**src/rtl/cmdsd_pkg.sv**
```systemverilog
package cmdsd_pkg;
    localparam int WORD_W  = 32;
    localparam int CLASS_W = 10;
    localparam int OFF_W   = 12;
    localparam int CNT_W   = 16;
    localparam int MASK_W  = 16;
    localparam int SMASK_W = 6;
    localparam int GCNT_W  = 14;
    localparam int LOCK_W  = 8;
    localparam int SUB_W   = 4;
    localparam int IDX_W   = $clog2(MASK_W);

    localparam logic [3:0] OPC_SETCL   = 4'd0;
    localparam logic [3:0] OPC_INCR    = 4'd1;
    localparam logic [3:0] OPC_NONINCR = 4'd2;
    localparam logic [3:0] OPC_MASK    = 4'd3;
    localparam logic [3:0] OPC_IMM     = 4'd4;
    localparam logic [3:0] OPC_RESTART = 4'd5;
    localparam logic [3:0] OPC_GATHER  = 4'd6;
    localparam logic [3:0] OPC_EXTEND  = 4'd14;

    localparam logic [SUB_W-1:0] SUB_ACQUIRE = 4'd0;
    localparam logic [SUB_W-1:0] SUB_RELEASE = 4'd1;

    typedef enum logic [2:0] {
        ST_HEADER,
        ST_INCR,
        ST_NONINCR,
        ST_MASKED,
        ST_GATHER
    } state_e;

    typedef struct packed {
        logic [3:0]         opc;
        logic [CLASS_W-1:0] cls;
        logic [OFF_W-1:0]   off;
        logic [CNT_W-1:0]   cnt;
        logic [MASK_W-1:0]  mask;
        logic [SMASK_W-1:0] smask;
        logic               g_ins;
        logic               g_type;
        logic [GCNT_W-1:0]  g_cnt;
        logic [SUB_W-1:0]   sub;
        logic [LOCK_W-1:0]  lock;
    } hdr_t;
endpackage

```
**src/rtl/cmdsd_hdr_split.sv**
```systemverilog
module cmdsd_hdr_split
    import cmdsd_pkg::*;
(
    input  logic [WORD_W-1:0] word,
    output hdr_t              hdr
);
    always_comb begin
        hdr.opc    = word[31:28];
        hdr.off    = word[27:16];
        hdr.cls    = word[15:6];
        hdr.smask  = word[5:0];
        hdr.cnt    = word[15:0];
        hdr.mask   = word[15:0];
        hdr.g_ins  = word[15];
        hdr.g_type = word[14];
        hdr.g_cnt  = word[13:0];
        hdr.sub    = word[27:24];
        hdr.lock   = word[7:0];
    end
endmodule

```
**src/rtl/cmdsd_mask_walk.sv**
```systemverilog
module cmdsd_mask_walk #(
    parameter int W = 16,
    localparam int IW = $clog2(W)
) (
    input  logic [W-1:0]  mask,
    output logic [IW-1:0] idx,
    output logic [W-1:0]  rest
);
    // Lowest set bit: scan from the top so the lowest index wins.
    always_comb begin
        idx = '0;
        for (int b = W - 1; b >= 0; b--) begin
            if (mask[b]) idx = IW'(b);
        end
        rest = mask & (mask - W'(1));
    end
endmodule

```
**src/rtl/cmd_stream_decoder.sv**
```systemverilog
module cmd_stream_decoder
    import cmdsd_pkg::*;
(
    input  logic                clk,
    input  logic                rst_n,
    input  logic                in_valid,
    output logic                in_ready,
    input  logic [WORD_W-1:0]   in_word,
    output logic                wr_valid,
    input  logic                wr_ready,
    output logic [CLASS_W-1:0]  wr_class,
    output logic [OFF_W-1:0]    wr_offset,
    output logic [WORD_W-1:0]   wr_data,
    output logic                restart_valid,
    output logic [WORD_W-1:0]   restart_addr,
    output logic                gather_valid,
    output logic [OFF_W-1:0]    gather_offset,
    output logic                gather_insert,
    output logic                gather_type,
    output logic [GCNT_W-1:0]   gather_count,
    output logic [WORD_W-1:0]   gather_addr,
    output logic                lock_valid,
    output logic                lock_release,
    output logic [LOCK_W-1:0]   lock_index,
    output logic                ext_unknown,
    output logic                bad_opcode
);
    state_e             state, state_nxt;
    hdr_t               hdr;
    logic [CLASS_W-1:0] cur_class;
    logic [OFF_W-1:0]   cur_off;
    logic [CNT_W-1:0]   remain;
    logic [MASK_W-1:0]  mask_reg;
    logic [IDX_W-1:0]   walk_idx;
    logic [MASK_W-1:0]  walk_rest;
    logic               accept;

    cmdsd_hdr_split u_split (
        .word (in_word),
        .hdr  (hdr)
    );

    cmdsd_mask_walk #(.W(MASK_W)) u_walk (
        .mask (mask_reg),
        .idx  (walk_idx),
        .rest (walk_rest)
    );

    assign in_ready = !wr_valid || wr_ready;
    assign accept   = in_valid && in_ready;

    // Next-state logic
    always_comb begin
        state_nxt = state;
        unique case (state)
            ST_HEADER: begin
                if (accept) begin
                    case (hdr.opc)
                        OPC_SETCL:   state_nxt = (hdr.smask != '0) ? ST_MASKED  : ST_HEADER;
                        OPC_INCR:    state_nxt = (hdr.cnt   != '0) ? ST_INCR    : ST_HEADER;
                        OPC_NONINCR: state_nxt = (hdr.cnt   != '0) ? ST_NONINCR : ST_HEADER;
                        OPC_MASK:    state_nxt = (hdr.mask  != '0) ? ST_MASKED  : ST_HEADER;
                        OPC_GATHER:  state_nxt = ST_GATHER;
                        default:     state_nxt = ST_HEADER;
                    endcase
                end
            end
            ST_INCR, ST_NONINCR: begin
                if (accept && remain == CNT_W'(1)) state_nxt = ST_HEADER;
            end
            ST_MASKED: begin
                if (accept && walk_rest == '0) state_nxt = ST_HEADER;
            end
            ST_GATHER: begin
                if (accept) state_nxt = ST_HEADER;
            end
            default: state_nxt = ST_HEADER;
        endcase
    end

    // State register
    always_ff @(posedge clk) begin
        if (!rst_n) state <= ST_HEADER;
        else        state <= state_nxt;
    end

    // Outputs and tracked context
    always_ff @(posedge clk) begin
        if (!rst_n) begin
            cur_class     <= '0;
            cur_off       <= '0;
            remain        <= '0;
            mask_reg      <= '0;
            wr_valid      <= 1'b0;
            wr_class      <= '0;
            wr_offset     <= '0;
            wr_data       <= '0;
            restart_valid <= 1'b0;
            restart_addr  <= '0;
            gather_valid  <= 1'b0;
            gather_offset <= '0;
            gather_insert <= 1'b0;
            gather_type   <= 1'b0;
            gather_count  <= '0;
            gather_addr   <= '0;
            lock_valid    <= 1'b0;
            lock_release  <= 1'b0;
            lock_index    <= '0;
            ext_unknown   <= 1'b0;
            bad_opcode    <= 1'b0;
        end else begin
            restart_valid <= 1'b0;
            gather_valid  <= 1'b0;
            lock_valid    <= 1'b0;
            ext_unknown   <= 1'b0;
            bad_opcode    <= 1'b0;
            if (wr_valid && wr_ready) wr_valid <= 1'b0;

            if (accept) begin
                unique case (state)
                    ST_HEADER: begin
                        case (hdr.opc)
                            OPC_SETCL: begin
                                cur_class <= hdr.cls;
                                cur_off   <= hdr.off;
                                mask_reg  <= MASK_W'(hdr.smask);
                            end
                            OPC_INCR, OPC_NONINCR: begin
                                cur_off <= hdr.off;
                                remain  <= hdr.cnt;
                            end
                            OPC_MASK: begin
                                cur_off  <= hdr.off;
                                mask_reg <= hdr.mask;
                            end
                            OPC_IMM: begin
                                wr_valid  <= 1'b1;
                                wr_class  <= cur_class;
                                wr_offset <= hdr.off;
                                wr_data   <= WORD_W'(hdr.cnt);
                            end
                            OPC_RESTART: begin
                                restart_valid <= 1'b1;
                                restart_addr  <= {in_word[WORD_W-5:0], 4'b0000};
                            end
                            OPC_GATHER: begin
                                gather_offset <= hdr.off;
                                gather_insert <= hdr.g_ins;
                                gather_type   <= hdr.g_type;
                                gather_count  <= hdr.g_cnt;
                            end
                            OPC_EXTEND: begin
                                if (hdr.sub == SUB_ACQUIRE || hdr.sub == SUB_RELEASE) begin
                                    lock_valid   <= 1'b1;
                                    lock_release <= (hdr.sub == SUB_RELEASE);
                                    lock_index   <= hdr.lock;
                                end else begin
                                    ext_unknown <= 1'b1;
                                end
                            end
                            default: bad_opcode <= 1'b1;
                        endcase
                    end
                    ST_INCR: begin
                        wr_valid  <= 1'b1;
                        wr_class  <= cur_class;
                        wr_offset <= cur_off;
                        wr_data   <= in_word;
                        cur_off   <= cur_off + OFF_W'(1);
                        remain    <= remain - CNT_W'(1);
                    end
                    ST_NONINCR: begin
                        wr_valid  <= 1'b1;
                        wr_class  <= cur_class;
                        wr_offset <= cur_off;
                        wr_data   <= in_word;
                        remain    <= remain - CNT_W'(1);
                    end
                    ST_MASKED: begin
                        wr_valid  <= 1'b1;
                        wr_class  <= cur_class;
                        wr_offset <= cur_off + OFF_W'(walk_idx);
                        wr_data   <= in_word;
                        mask_reg  <= walk_rest;
                    end
                    ST_GATHER: begin
                        gather_valid <= 1'b1;
                        gather_addr  <= in_word;
                    end
                    default: ;
                endcase
            end
        end
    end

    // Assertions
    AST_STALL_HOLD: assert property (@(posedge clk) disable iff (!rst_n)
        wr_valid && !wr_ready |=> wr_valid && $stable(wr_class) && $stable(wr_offset) && $stable(wr_data));
    AST_STALL_BLOCKS_INPUT: assert property (@(posedge clk) disable iff (!rst_n)
        wr_valid && !wr_ready |-> !in_ready);
    AST_SIDE_EXCLUSIVE: assert property (@(posedge clk) disable iff (!rst_n)
        $onehot0({restart_valid, gather_valid, lock_valid, ext_unknown, bad_opcode}));
    AST_MASK_NONEMPTY: assert property (@(posedge clk) disable iff (!rst_n)
        state == ST_MASKED |-> $countones(mask_reg) > 0);
    AST_COUNT_NONZERO: assert property (@(posedge clk) disable iff (!rst_n)
        (state == ST_INCR || state == ST_NONINCR) |-> remain != '0);
    AST_BAD_NO_PAYLOAD: assert property (@(posedge clk) disable iff (!rst_n)
        bad_opcode |-> state == ST_HEADER);
    AST_GATHER_ONE_WORD: assert property (@(posedge clk) disable iff (!rst_n)
        state == ST_GATHER && accept |=> state == ST_HEADER && gather_valid);
endmodule

```
**config.mk**
```make
export PLATFORM = sky130hd
export DESIGN_NAME = cmd_stream_decoder
export DESIGN_NICKNAME = d
export VERILOG_FILES = /design/src/rtl/cmdsd_pkg.sv /design/src/rtl/cmdsd_hdr_split.sv /design/src/rtl/cmdsd_mask_walk.sv /design/src/rtl/cmd_stream_decoder.sv
export SDC_FILE = /design/constraint.sdc
export NUM_CORES = 1
export LEC_CHECK = 0
export ABC_AREA = 1
export BUFFER_PORTS_ARGS = -buffer_cell sky130_fd_sc_hd__buf_4
export CAP_MARGIN = 20
export CORE_MARGIN = 2
export CORE_UTILIZATION = 52
export CTS_CLUSTER_DIAMETER = 50
export DETAILED_ROUTE_END_ITERATION = 12
export PLACE_DENSITY_LB_ADDON = 0.12
export SLEW_MARGIN = 20
export SYNTH_ARGS = -nofsm -noshare
export SYNTH_HDL_FRONTEND = slang
export SYNTH_SLANG_ARGS = --single-unit
```
**constraint.sdc**
```tcl
create_clock -name clk -period 5.1 [get_ports clk]
set_clock_uncertainty 0.2 [all_clocks]
set_input_delay 0.255 -clock clk [delete_from_list [all_inputs] [get_ports clk]]
set_output_delay 0.255 -clock clk [all_outputs]
set_load 0.02 [all_outputs]
```
==> reports/metrics.yaml <==
run_status:
  status: "finished clean"
final_layout:
  largestRegisters: "gather_addr: 32 flops, wr_data: 32 flops, restart_addr: 28 flops"
  seqCellArea_um2: 4280
  drive_gt1_share_pct: 18.3
  n_fill_cell: 1443
  antennaDiodeCount: 0
  multi_input_area_um2: 4180
  nNetsFinal: 1497
  area_growth_pct: 28.2
timing:
  hold_violations: 0
  clock.fmax_mhz: 318
  relSlewSlack_pct: 35.0
  period_minus_slack_ps: 3140
  drv_slew: 0
  rsz0062_at_grt: "no"
  final.setup.tns_ps: 0
  setup_viol_count_final: 0
  tightestPinTransition_ps: 968
  finalCritPeriodShare_pct: 61.6
  setup_ws_ps: 1960
synth:
  yosys.area.top_type: "dfxtp_1"
  synth_area_um2: 9330
  avgSynthCellArea_um2: 7.38
  synth_top_area_share_pct: 45.9
  synthTopCellsByCount: "dfxtp_1, a21oi_1, o21ai_0"
  seq_area_frac_synth_pct: 45.9
  synth_edf_count: 0
  yosys-top-cells-area: "dfxtp_1, a21oi_1, o21ai_0, nand2_1, nor2_1"
  ys_async_sr_fraction_pct: 0
  ys_types: 40
  synth-seq-cells: 214
  synthCells: 1265
  synth_ff_type: "dfxtp_1"
  synth_most_common_cell: "dfxtp_1"
  yosys_warnings: 0
min_path:
  hold_class: "in -> reg"
  holdPathStages: 3
  hold_start: "rst_n"
  worstHoldEndpoint: "restart_addr[27]"
worst_setup_path:
  cp-startpoint: "state[0]"
  crit_type: "reg -> reg"
  r2r-start: "state[0]"
  slowest_delay_ps: 690
  arrival_ps: 3390
  critical-path-slowest-cell: "nor2_2"
  path_cells: "nand2_2, nor2_2, inv_2, a21oi_1, nand2_1, a21oi_1, o21ai_0, a21oi_1"
  reg2reg_slack_ps: 1960
  crit_path_max_fanout: 29
  crit_path_start_kind: "flop"
  crit_path_end_kind: "flop"
  worstReg2RegEnd: "mask_reg[5]"
  worst_path_most_repeated_cell: "a21oi_1"
  reg2regPathDepth: 8
  required_ps: 5350
detailed_routing:
  drc_errors: 0
  post_drt_wl_per_cell_um: 17.3
  drt-initial-drc-count: 790
  antenna_left: 0
  vias: 9270
  wl_um: 29300
  viasPerCell: 5.46
  drtPass1Iterations: 5
placement:
  dp_slack_ps: 2000
  post-dp-hpwl_um: 20000
  gp_congestion: 0.990
  portBuffers: 193
cts:
  ctsHoldBuffers: 34
  post_cts_buffers: 0
  cts_root_buffer: "clkbuf_16"
  clockBufferDepth: 3
  cts_tree: "done"
  clk_pin_slew_ps: 60
  cts_buffers: 25
  cts_resized: 0
  clock_latency_ps: 530
  clock_sink_count: 214
  htree_levels: 1
global_routing:
  grt.overflow.total: 0
  grt_use_total_pct: 29.8
  antenna_found_initial: 0
  grt_pass1_wl_um: 44500
  grt_pass1_vias: 8307
  grt_max_degree: 83
run:
  maxCapViolCount: 0
floorplan:
  die-area_um2: 19000
  die-width_um: 138
  die_h_um: 138
  start_util_pct: 53.6
  ios: 198
  core_area_um2: 17400
  rows: 48
power_and_ir_drop:
  p_leak_nw: 5.26
  ir_worst_vdd_uv: 351
  p_per_area_nw_per_um2: 407
kinds of logic (layout without fill, tap and decap cells):
family | after synthesis | count (layout) | synth area share, %
buffers and inverters | 210 | 414 | 9.42
flip-flops | 214 | 214 | 45.9
XOR/XNOR | 11 | 11 | 1.03
adder cells (fa/ha/maj) | 8 | 8 | 1.15
AO/OA/AOI/OAI | 417 | 417 | 24.1
other | 1 | 4 | 0.0402
AND/OR/NAND/NOR | 404 | 404 | 18.3
layer usage:
metal  global-route usage [%]  routed length [um]  up-vias
met5                        0                   0        -
met4                     10.1                 912        0
met3                     4.68                2590       60
met2                     49.9               13500      411
met1                     39.1               12200     4182
li1                         -                   -     4617
layout by cell type (no fill, tap or decap), types with 2 or more instances in the layout:
master / instances
inv_1: 125
xor2_1: 7
o21ai_0: 173
o221ai_1: 4
nand3_1: 59
clkbuf_16: 25
o31ai_1: 2
o21ai_1: 6
dfxtp_1: 214
clkbuf_1: 4
nor2_1: 142
nand4_1: 5
nor4_1: 3
clkbuf_8: 4
a31oi_1: 7
nor3_1: 11
nor2_4: 5
nor2_2: 5
bufinv_16: 3
dlygate4sd3_1: 34
inv_2: 9
conb_1: 4
clkinv_2: 3
nand2_1: 166
a21oi_1: 181
or2_2: 2
xnor2_1: 4
ha_1: 7
nand2_2: 4
clkinv_4: 4
buf_4: 200
o211ai_1: 8
inv_6: 2
a211oi_1: 15
a221oi_1: 15
critical path: cells and delay by family, from the launching register on:
family          cells  cell delay (ps)
compound gates      4              770
buf+inv             1              320
flops               1              440
simple gates        3             1310
power breakdown:
group          internal, mW  switching [mW]  total (mW)  leakage, nW
clock network          1.13           0.735        1.86        0.431
logic                 0.382           0.740        1.12         3.09
registers              1.79          0.0915        1.88         1.74
total                  3.30            1.57        4.87         5.26
worst max path at each step:
stage | endpoint | slack [ps] | depth (start not counted)
final | mask_reg[5] | 1960 | 8
after global routing | mask_reg[3] | 1650 | 7
after CTS | mask_reg[2] | 2000 | 8
after detailed placement | mask_reg[2] | 2000 | 8
after global placement | mask_reg[2] | 2130 | 8
after floorplan | wr_offset[10] | 2600 | 27
cell type report:
| class | count | share of cell area [%] |
|---|---|---|
| Sequential cell | 214 | 35.8 |
| Multi-Input combinational cell | 844 | 35.0 |
| Timing Repair Buffer | 234 | 15.4 |
| Clock buffer | 33 | 5.81 |
| Inverter | 134 | 4.20 |
| Tap cell | 225 | 2.35 |
| Clock inverter | 13 | 1.48 |
stage by stage:
stage | total power, mW | hold WS [ps] | utilization [%] | instance area, um^2 | instances
finish | 4.87 | 24.2 | 68.7 | 12000 | 1697
global route | 5.09 | 48.7 | 68.7 | 12000 | 1697
CTS | 4.86 | 7.97 | 68.7 | 12000 | 1697
detailed placement | 2.99 | 238 | 61.7 | 10800 | 1617
global placement | 2.98 | 233 | 61.7 | 10800 | 1617
floorplan | 2.68 | 190 | - | 9340 | 1268
Power figures use the tool's default switching activity.
